$ cat config.mk
export PLATFORM = sky130hd
export DESIGN_NAME = loop_stage_seq
export DESIGN_NICKNAME = d
export VERILOG_FILES = /design/src/rtl/loop_stage_seq_pkg.sv /design/src/rtl/stage_mask_gen.sv /design/src/rtl/slot_gate.sv /design/src/rtl/loop_stage_seq.sv
export SDC_FILE = /design/constraint.sdc
export NUM_CORES = 1
export LEC_CHECK = 0
export BUFFER_PORTS_ARGS = -buffer_cell sky130_fd_sc_hd__buf_2
export CAP_MARGIN = 20
export CORE_MARGIN = 8
export CORE_UTILIZATION = 40
export CTS_CLUSTER_DIAMETER = 30
export CTS_CLUSTER_SIZE = 14
export DETAILED_ROUTE_END_ITERATION = 10
export GPL_ROUTABILITY_DRIVEN = 0
export PLACE_DENSITY = 0.7
export SYNTH_ARGS = -nofsm -noshare
export SYNTH_HDL_FRONTEND = slang
export SYNTH_SLANG_ARGS = --single-unit
$ cat constraint.sdc
create_clock -name clk_i -period 3.7 [get_ports clk_i]
set_clock_uncertainty 0.15 [all_clocks]
set_input_delay 0.74 -clock clk_i [delete_from_list [all_inputs] [get_ports clk_i]]
set_output_delay 0.74 -clock clk_i [all_outputs]
set_load 0.02 [all_outputs]
$ cat src/rtl/loop_stage_seq_pkg.sv
package loop_stage_seq_pkg;
  typedef enum logic [1:0] {
    PH_IDLE = 2'd0,
    PH_PRO  = 2'd1,
    PH_KER  = 2'd2,
    PH_EPI  = 2'd3
  } phase_e;
endpackage

$ cat src/rtl/stage_mask_gen.sv
module stage_mask_gen
  import loop_stage_seq_pkg::*;
#(
  parameter int SMAX  = 4,
  parameter int CNT_W = 16,
  localparam int SW   = $clog2(SMAX + 1)
) (
  input  logic             clk_i,
  input  logic             rst_ni,
  input  logic             start_i,
  input  logic [SW-1:0]    stages_i,
  input  logic [CNT_W-1:0] iters_i,
  output logic             load_o,
  output logic [SMAX-1:0]  active_o,
  output phase_e           phase_o,
  output logic             busy_o,
  output logic             done_o
);
  logic             busy_q, done_q;
  logic [SMAX-1:0]  mask_q, smask_q, smask_d, mask_nxt;
  logic [CNT_W-1:0] remain_q;
  logic             in_bit, accept;

  assign accept = start_i && !busy_q && (iters_i != '0) &&
                  (stages_i != '0) && (int'(stages_i) <= SMAX);
  assign in_bit = (remain_q != '0);
  assign mask_nxt = {mask_q[SMAX-2:0], in_bit} & smask_q;

  always_comb begin
    for (int k = 0; k < SMAX; k++) smask_d[k] = (k < int'(stages_i));
  end

  always_ff @(posedge clk_i or negedge rst_ni) begin
    if (!rst_ni) begin
      busy_q   <= 1'b0;
      done_q   <= 1'b0;
      mask_q   <= '0;
      smask_q  <= '0;
      remain_q <= '0;
    end else begin
      done_q <= 1'b0;
      if (accept) begin
        busy_q   <= 1'b1;
        smask_q  <= smask_d;
        mask_q   <= {{(SMAX-1){1'b0}}, 1'b1};
        remain_q <= iters_i - 1'b1;
      end else if (busy_q) begin
        if (in_bit) remain_q <= remain_q - 1'b1;
        if (mask_nxt == '0) begin
          busy_q <= 1'b0;
          done_q <= 1'b1;
          mask_q <= '0;
        end else begin
          mask_q <= mask_nxt;
        end
      end
    end
  end

  always_comb begin
    if (!busy_q)                phase_o = PH_IDLE;
    else if (mask_q == smask_q) phase_o = PH_KER;
    else if (mask_q[0])         phase_o = PH_PRO;
    else                        phase_o = PH_EPI;
  end

  assign load_o   = accept;
  assign active_o = mask_q;
  assign busy_o   = busy_q;
  assign done_o   = done_q;

  // done is a single-cycle pulse
  p_done_single_r7: assert property (@(posedge clk_i) disable iff (!rst_ni)
    done_q |=> !done_q);
  // the end of a run is always followed by done
  p_fall_done_r7: assert property (@(posedge clk_i) disable iff (!rst_ni)
    $fell(busy_q) |-> done_q);
  // while busy, the mask is nonzero and stays inside the configured stages
  p_mask_range_r4: assert property (@(posedge clk_i) disable iff (!rst_ni)
    busy_q |-> ((mask_q != '0) && ((mask_q & ~smask_q) == '0)));
  // once the kernel is left, no prologue step returns
  p_no_refill_r6: assert property (@(posedge clk_i) disable iff (!rst_ni)
    (busy_q && !mask_q[0] && !accept) |=> (!busy_q || !mask_q[0]));
  // while idle, the mask stays clear unless a start is accepted
  p_idle_quiet_r2: assert property (@(posedge clk_i) disable iff (!rst_ni)
    (!busy_q && !accept) |=> (mask_q == '0));
endmodule

$ cat src/rtl/slot_gate.sv
module slot_gate #(
  parameter int NSLOT = 4,
  parameter int OP_W  = 8,
  parameter int SMAX  = 4,
  localparam int TW   = $clog2(SMAX)
) (
  input  logic                  clk_i,
  input  logic                  rst_ni,
  input  logic                  load_i,
  input  logic [NSLOT*OP_W-1:0] slot_op_i,
  input  logic [NSLOT*TW-1:0]   slot_tag_i,
  input  logic [SMAX-1:0]       active_i,
  output logic [NSLOT*OP_W-1:0] op_o,
  output logic [NSLOT-1:0]      op_en_o
);
  for (genvar s = 0; s < NSLOT; s++) begin : g_slot
    logic [OP_W-1:0] op_q;
    logic [TW-1:0]   tag_q;

    always_ff @(posedge clk_i or negedge rst_ni) begin
      if (!rst_ni) begin
        op_q  <= '0;
        tag_q <= '0;
      end else if (load_i) begin
        op_q  <= slot_op_i[s*OP_W +: OP_W];
        tag_q <= slot_tag_i[s*TW +: TW];
      end
    end

    assign op_en_o[s]           = active_i[tag_q];
    assign op_o[s*OP_W +: OP_W] = op_en_o[s] ? op_q : '0;

    // with no stage active, the slot is a no-op
    p_idle_noop_r8: assert property (@(posedge clk_i) disable iff (!rst_ni)
      (active_i == '0) |-> (!op_en_o[s] && (op_o[s*OP_W +: OP_W] == '0)));
  end
endmodule

$ cat src/rtl/loop_stage_seq.sv
module loop_stage_seq
  import loop_stage_seq_pkg::*;
#(
  parameter int SMAX  = 4,
  parameter int NSLOT = 4,
  parameter int OP_W  = 8,
  parameter int CNT_W = 16,
  localparam int SW   = $clog2(SMAX + 1),
  localparam int TW   = $clog2(SMAX)
) (
  input  logic                  clk_i,
  input  logic                  rst_ni,
  input  logic                  start_i,
  input  logic [SW-1:0]         stages_i,
  input  logic [CNT_W-1:0]      iters_i,
  input  logic [NSLOT*OP_W-1:0] slot_op_i,
  input  logic [NSLOT*TW-1:0]   slot_tag_i,
  output logic [NSLOT*OP_W-1:0] op_o,
  output logic [NSLOT-1:0]      op_en_o,
  output logic [SMAX-1:0]       active_o,
  output logic [1:0]            phase_o,
  output logic                  busy_o,
  output logic                  done_o
);
  logic   load;
  phase_e phase;

  stage_mask_gen #(.SMAX(SMAX), .CNT_W(CNT_W)) u_mask (
    .clk_i    (clk_i),
    .rst_ni   (rst_ni),
    .start_i  (start_i),
    .stages_i (stages_i),
    .iters_i  (iters_i),
    .load_o   (load),
    .active_o (active_o),
    .phase_o  (phase),
    .busy_o   (busy_o),
    .done_o   (done_o)
  );

  slot_gate #(.NSLOT(NSLOT), .OP_W(OP_W), .SMAX(SMAX)) u_gate (
    .clk_i      (clk_i),
    .rst_ni     (rst_ni),
    .load_i     (load),
    .slot_op_i  (slot_op_i),
    .slot_tag_i (slot_tag_i),
    .active_i   (active_o),
    .op_o       (op_o),
    .op_en_o    (op_en_o)
  );

  assign phase_o = phase;

  // a busy block never reports idle
  p_busy_phase_r10: assert property (@(posedge clk_i) disable iff (!rst_ni)
    busy_o |-> (phase_o != 2'd0));
endmodule

==> run_results.csv, run 1 <==
group,metric,value,unit
job,cap_violations,0,
clock_network,cts.clk_slew.worst_paths,70,ps
logic_synthesis,syn_inst,311,
routing,routed_wl,8355,um
finish,utilization,0.5035,
global_route,grt_max_degree,67,
worst_setup_path,end_kind,"flop",
clock_network,cts_made_buffers,9,
worst_setup_path,path_buf_inv,1,
logic_synthesis,synth-compound-area-share,0.07301,
routing,num_vias,2760,
routing,drcViolationCount,0,
power,p_comb_frac,0.486,
power,switching_share,0.4155,
logic_synthesis,syn_nets,374,
logic_synthesis,synth_simple_gate_area_frac,0.1937,
floorplan,coreArea,8636,um2
sta,hold_violations,0,
worst_setup_path,max_stage_delay,550,ps
clock_network,cts-root-buf,"clkbuf_8",
global_route,grt-ovfl-total,0,
placement,port_buffers,105,
power,power_switching,1.571,mW
sta,rsz0062_at_grt,"false",
global_route,top_usage_layer,"met2",
finish,diodes,0,
logic_synthesis,synth_cell_types,52,
clock_network,clk_latency,330,ps
sta,fin_crit,3147,ps
routing,ant_nets,0,
global_route,grt_pass1_vias,2831,
floorplan,start_util,0.4068,
sta,worst_pin_slew,826.6,ps
power,ir_worst_vdd,0.3092,mV
power,powerDensity,869.7,nW/um2
power,p_int,2.210,mW
logic_synthesis,synth_flop_cell,"dfrtp_1",
global_route,grtUsageTotal,0.1450,
global_route,grt_pass1_wl,13780,um
floorplan,num_rows,34,
global_route,grt_antenna_before_repair,0,
logic_synthesis,yosysWarnings,0,
clock_network,htree_levels,3,
worst_setup_path,cp.arrival,3210,ps
power,power.share.clock,0.153,
power,power,3.781,mW
finish,nets,483,
logic_synthesis,synth-seq-cells,66,
worst_setup_path,critical_path.max_fanout,6,
power,leakage,1.908,nW
floorplan,die-area,12040,um2
sta,max_slew_margin,0.4489,
logic_synthesis,synth_edf_count,0,
worst_setup_path,crit_family,"simple AND/OR/NAND/NOR gates",
clock_network,postCtsSetupBuffers,0,
routing,first_pass_iters,4,
worst_setup_path,path_cells,"buf_2, or4_4, nor4_4, a21oi_4, a21oi_1, ha_1, o21ai_1, nor3_1, xor2_1, a221o_1",
floorplan,io_pins,106,
clock_network,holdBufCountCts,0,
floorplan,die_w,109.7,um
sta,setup-tns-final,0,ps
min_path,hp-class,"flop to flop",
sta,final_max_slew_viol_count,0,
logic_synthesis,synthAdderAreaFrac,0.003561,
sta,fin_crit_sh,0.8505,
outcome,status,"complete, no violations",
logic_synthesis,syn-cell-area,3513,um2
logic_synthesis,synth_top_family_by_area,"simple AND/OR/NAND/NOR gates",
routing,avgViaCountPerCell,5.188,
logic_synthesis,synth_mux_area_frac,0.1841,
finish,area_delta_synth_final,23.75,%
clock_network,clock_path_buffers,2,
global_route,grt_use_met2,0.2326,
worst_setup_path,critPathRequiredTime,3760,ps
global_route,grt_use_met3,0.03458,
power,p_seq_frac,0.361,
worst_setup_path,critical_path.startpoint_type,"input port",
routing,drt_iter0_markers,88,
global_route,use_met1,0.1853,
sta,clock.fmax,0.3178,GHz
worst_setup_path,worstSetupPathType,"input port to flop",
clock_network,cts_tree,"yes",
clock_network,cts.sinks,66,
logic_synthesis,synthXorXnorAreaFrac,0.05734,
logic_synthesis,ys_seq_area_frac,0.4701,
logic_synthesis,syn-mean-instance-area,11.30,um2
sta,setup_viol,0,
floorplan,die_y,109.7,um
placement,dp_hpwl,6371,um
clock_network,ctsResizeCount,0,
finish,fill_cells,822,
worst_setup_path,critical-path-slowest-cell,"or4_4",
logic_synthesis,synth_async_sr_flop_share,1.000,
routing,drt-wirelength-per-cell,15.70,um
finish,drive_above_1_share,0.3797,
[cell usage after synthesis (4+ instances only)]
cell type   n  area [um2]
dfrtp_1    66        1652
and2_1     33       206.5
nor2_1     24       90.09
mux2_1     21       236.5
mux2_2     20       225.2
xnor2_1    15       131.4
nand2_1    14       52.55
a21oi_1    11       55.05
mux2i_1     8       80.08
xor2_1      8       70.07
nor3_1      7       35.03
buf_2       6       30.03
or3_1       6       37.54
nand3_1     5       25.02
o21ai_1     5       25.02
a211oi_1    4       30.03
clkbuf_1    4       15.01
mux4_2      4       90.09
nor4_1      4       25.02
o21ai_0     4       20.02
[layout make-up]
| class | instances | area, um2 | area share |
|---|---|---|---|
| Multi-Input combinational cell | 230 | 1805 | 0.4153 |
| Sequential cell | 66 | 1652 | 0.3799 |
| Timing Repair Buffer | 109 | 555.5 | 0.1278 |
| Clock buffer | 12 | 145.1 | 0.03338 |
| Tap cell | 108 | 135.1 | 0.03108 |
| Clock inverter | 3 | 40.04 | 0.009209 |
| Inverter | 4 | 15.01 | 0.003453 |
[path summary, 6_finish.rpt]
check                                    startpoint                        to  slack [ps]  cells after the start
max                                     iters_i[13]       u_mask.remain_q[14]         550                     10
min                        u_gate.g_slot[0].op_q[3]  u_gate.g_slot[0].op_q[3]         330                      1
max reg2reg                           u_mask.busy_o       u_mask.remain_q[14]         790                     10
min reg2reg                u_gate.g_slot[0].op_q[3]  u_gate.g_slot[0].op_q[3]         330                      1
max in group asynchronous                    rst_ni       u_mask.remain_q[15]        2410                      2
min in group asynchronous                    rst_ni         u_mask.smask_q[0]         430                      2
[power groups by stage]
stage          clock [mW]  combinational, mW  sequential (mW)
4_1_cts             0.599               1.88             1.37
2_1_floorplan           0               1.32             1.30
3_3_place_gp            0               1.83             1.35
6_report            0.578               1.84             1.36
3_5_place_dp            0               1.87             1.38
5_1_grt             0.630               2.03             1.42
[cell usage in the layout, fill, tap and decap left out, types with 2 or more instances in the layout]
cell and count:
buf_4 4, clkinv_2 2, a21oi_1 11, clkbuf_8 10, mux2_1 21, mux4_2 4, clkbuf_1 2, xnor2_1 15
o21ai_1 5, or4_1 3, nand2b_1 2, nor4_1 4, nand2_1 14, nor3_1 7, and3_1 3, or3_1 6
buf_2 105, or3_4 2, nand3_1 5, or4_4 3, mux2_2 20, and2_1 33, a211oi_1 4, inv_1 3
o21ai_0 4, nor2_1 24, mux2i_1 8, dfrtp_1 66, xor2_1 8
[metrics by stage]
stage / instance area (um2) / worst slack (ps) / std cells / hold WS, ps
after floorplan: 3513 / 152.0 / 311 / 294.4
after global placement: 4163 / 307.4 / 517 / 309.5
after detailed placement: 4163 / 227.3 / 517 / 316.8
after CTS: 4348 / 577.5 / 532 / 332.5
after global routing: 4348 / 382.7 / 532 / 343.8
final: 4348 / 553.2 / 532 / 328.7
[state kept, by name (all words and copies together), names as in the netlist]
signal and count:
u_gate.g_slot.op_q 32, u_mask.remain_q 16, u_gate.g_slot.tag_q 8, u_mask.active_o 4, u_mask.smask_q 4, u_mask.busy_o 1, u_mask.done_o 1
[logic make-up (layout without fill, tap and decap cells)]
logic type,after synthesis,in the layout
AND/OR/NAND/NOR,115,115
flip-flops,66,66
multiplexers,54,54
AO/OA/AOI/OAI,37,37
XOR/XNOR,23,23
buffers and inverters,15,128
adder cells (fa/ha/maj),1,1
[routing by layer]
layer	routed length, um	share of wire	up-vias
met2	3996	0.48	89
met1	3643	0.44	1319
met4	108	0.013	0
met3	607	0.073	11
met5	0	0	-
li1	-	-	1341
Note: power is estimated with default switching activity, not from simulation.
==> run 2: changes to the inputs <==
--- a/config.mk
+++ b/config.mk
@@ -5,15 +5,15 @@
 export SDC_FILE = /design/constraint.sdc
 export NUM_CORES = 1
 export LEC_CHECK = 0
-export BUFFER_PORTS_ARGS = -buffer_cell sky130_fd_sc_hd__buf_2
 export CAP_MARGIN = 20
 export CORE_MARGIN = 8
 export CORE_UTILIZATION = 40
 export CTS_CLUSTER_DIAMETER = 30
 export CTS_CLUSTER_SIZE = 14
 export DETAILED_ROUTE_END_ITERATION = 10
+export DONT_BUFFER_PORTS = 1
 export GPL_ROUTABILITY_DRIVEN = 0
-export PLACE_DENSITY = 0.7
+export PLACE_DENSITY = 0.59
 export SYNTH_ARGS = -nofsm -noshare
 export SYNTH_HDL_FRONTEND = slang
 export SYNTH_SLANG_ARGS = --single-unit
==> run 2 against run 1 <==
Effect of this change:
- utilization fell by 5.7 points
- cell count fell by 19%
- clock-buffer cell count fell by 3
- combinational power fell by 16%
- flip-flop and latch count did not move
- maximum frequency rose by 3.7%
- worst setup slack improved by 110 ps
- die area did not move
==> run_results.csv, run 2 (same netlist as run 1, synthesis figures left out) <==
group,metric,value,unit
finish,largest_reg_flops,32,
global_route,grt_antenna_before_repair,0,
floorplan,num_rows,34,
floorplan,start_util,0.4068,
placement,dp_hpwl,5986,um
clock_network,clock_path_buffers,2,
clock_network,cts_made_buffers,9,
routing,num_vias,2401,
power,leakage,1.478,nW
worst_setup_path,reg2reg_depth,9,
routing,first_pass_iters,4,
finish,multi_input_area,1805,um2
sta,fin_crit,3033,ps
sta,rsz0062_at_grt,"false",
global_route,grt_pass1_vias,2451,
clock_network,cts-root-buf,"clkbuf_8",
sta,fin_crit_sh,0.8198,
clock_network,postCtsSetupBuffers,0,
finish,diodes,0,
routing,drt-wirelength-per-cell,18.91,um
sta,setup_viol,0,
worst_setup_path,ff2ff_setup_slack,910,ps
floorplan,die_w,109.7,um
finish,fill_cells,826,
routing,drcViolationCount,0,
clock_network,cts_tree,"yes",
job,cap_violations,0,
worst_setup_path,critPathRequiredTime,3770,ps
clock_network,htree_levels,3,
finish,largest-register,"u_gate.g_slot.op_q",
worst_setup_path,cp.arrival,3100,ps
clock_network,clk_latency,340,ps
finish,register_area,1652,um2
global_route,grt_max_degree,67,
worst_setup_path,end_kind,"flop",
outcome,status,"complete, no violations",
power,power,3.512,mW
worst_setup_path,crit_path_start,"iters_i[13]",
worst_setup_path,critical_path.startpoint_type,"input port",
power,ir_worst_vdd,0.2827,mV
global_route,grt_pass1_wl,12730,um
global_route,grt-ovfl-total,0,
finish,area_delta_synth_final,9.793,%
routing,routed_wl,8111,um
finish,final_common_cell,"dfrtp_1",
routing,drt_iter0_markers,98,
sta,max_slew_margin,0.5981,
floorplan,io_pins,106,
min_path,hp-class,"input port to asynchronous set/reset pin",
worst_setup_path,worstSetupPathType,"input port to flop",
finish,drive_above_1_share,0.1869,
worst_setup_path,critical_path.max_fanout,15,
placement,port_buffers,0,
floorplan,die_y,109.7,um
power,powerDensity,910.4,nW/um2
finish,final_cell_mix,"66 x dfrtp_1, 33 x and2_1, 24 x nor2_1",
routing,avgViaCountPerCell,5.597,
worst_setup_path,rr_startpoint,"u_mask.busy_o",
global_route,grtUsageTotal,0.1353,
sta,worst_pin_slew,604.7,ps
floorplan,die-area,12040,um2
finish,top_regs,"u_gate.g_slot.op_q x32, u_mask.remain_q x16, u_gate.g_slot.tag_q x8",
worst_setup_path,r2r-end,"u_mask.remain_q[14]",
worst_setup_path,critical_path.endpoint,"u_mask.remain_q[14]",
sta,hold_violations,0,
routing,ant_nets,0,
sta,setup-tns-final,0,ps
finish,nets,379,
clock_network,cts.sinks,66,
clock_network,cts.clk_slew.worst_paths,80,ps
sta,clock.fmax,0.3297,GHz
sta,final_max_slew_viol_count,0,
floorplan,coreArea,8636,um2
[run 2: cell types whose count changed in the layout (fill, tap and decap cells not counted), sizes merged]
cell	change
clkbuf	-3
clkinvlp	+2
inv	+1
buf	-104
clkinv	+1
[run 2: stage by stage]
stage	worst slack, ps	hold WS [ps]	area (um2)	utilization	std cells
2_1_floorplan	152.0	294.4	3513	-	311
3_3_place_gp	366.3	296.6	3637	0.4212	412
3_5_place_dp	317.5	296.4	3637	0.4212	412
4_1_cts	650.7	125.5	3857	0.4467	429
5_1_grt	519.5	131.9	3857	0.4467	429
6_report	666.8	118.8	3857	0.4467	429
[run 2: layer usage]
metal,wire length [um],track usage,vias to the layer above
met5,0,0,-
met1,3486,0.1689,1163
li1,-,-,1123
met2,3675,0.2127,105
met3,843,0.04338,10
met4,106,0.05400,0
[run 2: layout make-up]
class / instances / area share
flip-flops and latches: 66 / 0.4282
clock buffers: 9 / 0.03211
clock inverters: 7 / 0.01784
well taps: 108 / 0.03503
multi-input cells: 230 / 0.4681
inverters: 4 / 0.003892
repair buffers: 5 / 0.01492
[run 2: worst min path at each step]
| stage | end | slack, ps | depth (start not counted) |
|---|---|---|---|
| 2_1_floorplan | u_gate.g_slot[0].op_q[0] | 290 | 0 |
| 3_3_place_gp | u_gate.g_slot[1].op_q[2] | 300 | 0 |
| 3_5_place_dp | u_gate.g_slot[1].op_q[2] | 300 | 0 |
| 4_1_cts | u_gate.g_slot[2].op_q[3] | 130 | 1 |
| 5_1_grt | u_gate.g_slot[2].op_q[3] | 130 | 1 |
| 6_report | u_gate.g_slot[2].op_q[3] | 120 | 1 |
[run 2: what timing repair did]
item / in CTS / in global routing
endpoints found under the hold margin: 66 / 0
resized for setup: 0 / 0
hold buffers: 1 / 0
endpoints found under the setup margin: 0 / 0
[run 2: power breakdown]
| part | leakage [nW] | internal [mW] | switching [mW] |
|---|---|---|---|
| Clock | 0.0954 | 0.310 | 0.290 |
| Combinational | 0.610 | 0.586 | 0.951 |
| Sequential | 0.773 | 1.07 | 0.302 |
[run 2: critical path: stages]
cell and delay (ps):
or4_4 540, nor4_4 300, a21oi_4 170, mux2i_1 180
ha_1 280, o21ai_1 170, nor3_1 260, xor2_1 90
a221o_1 350
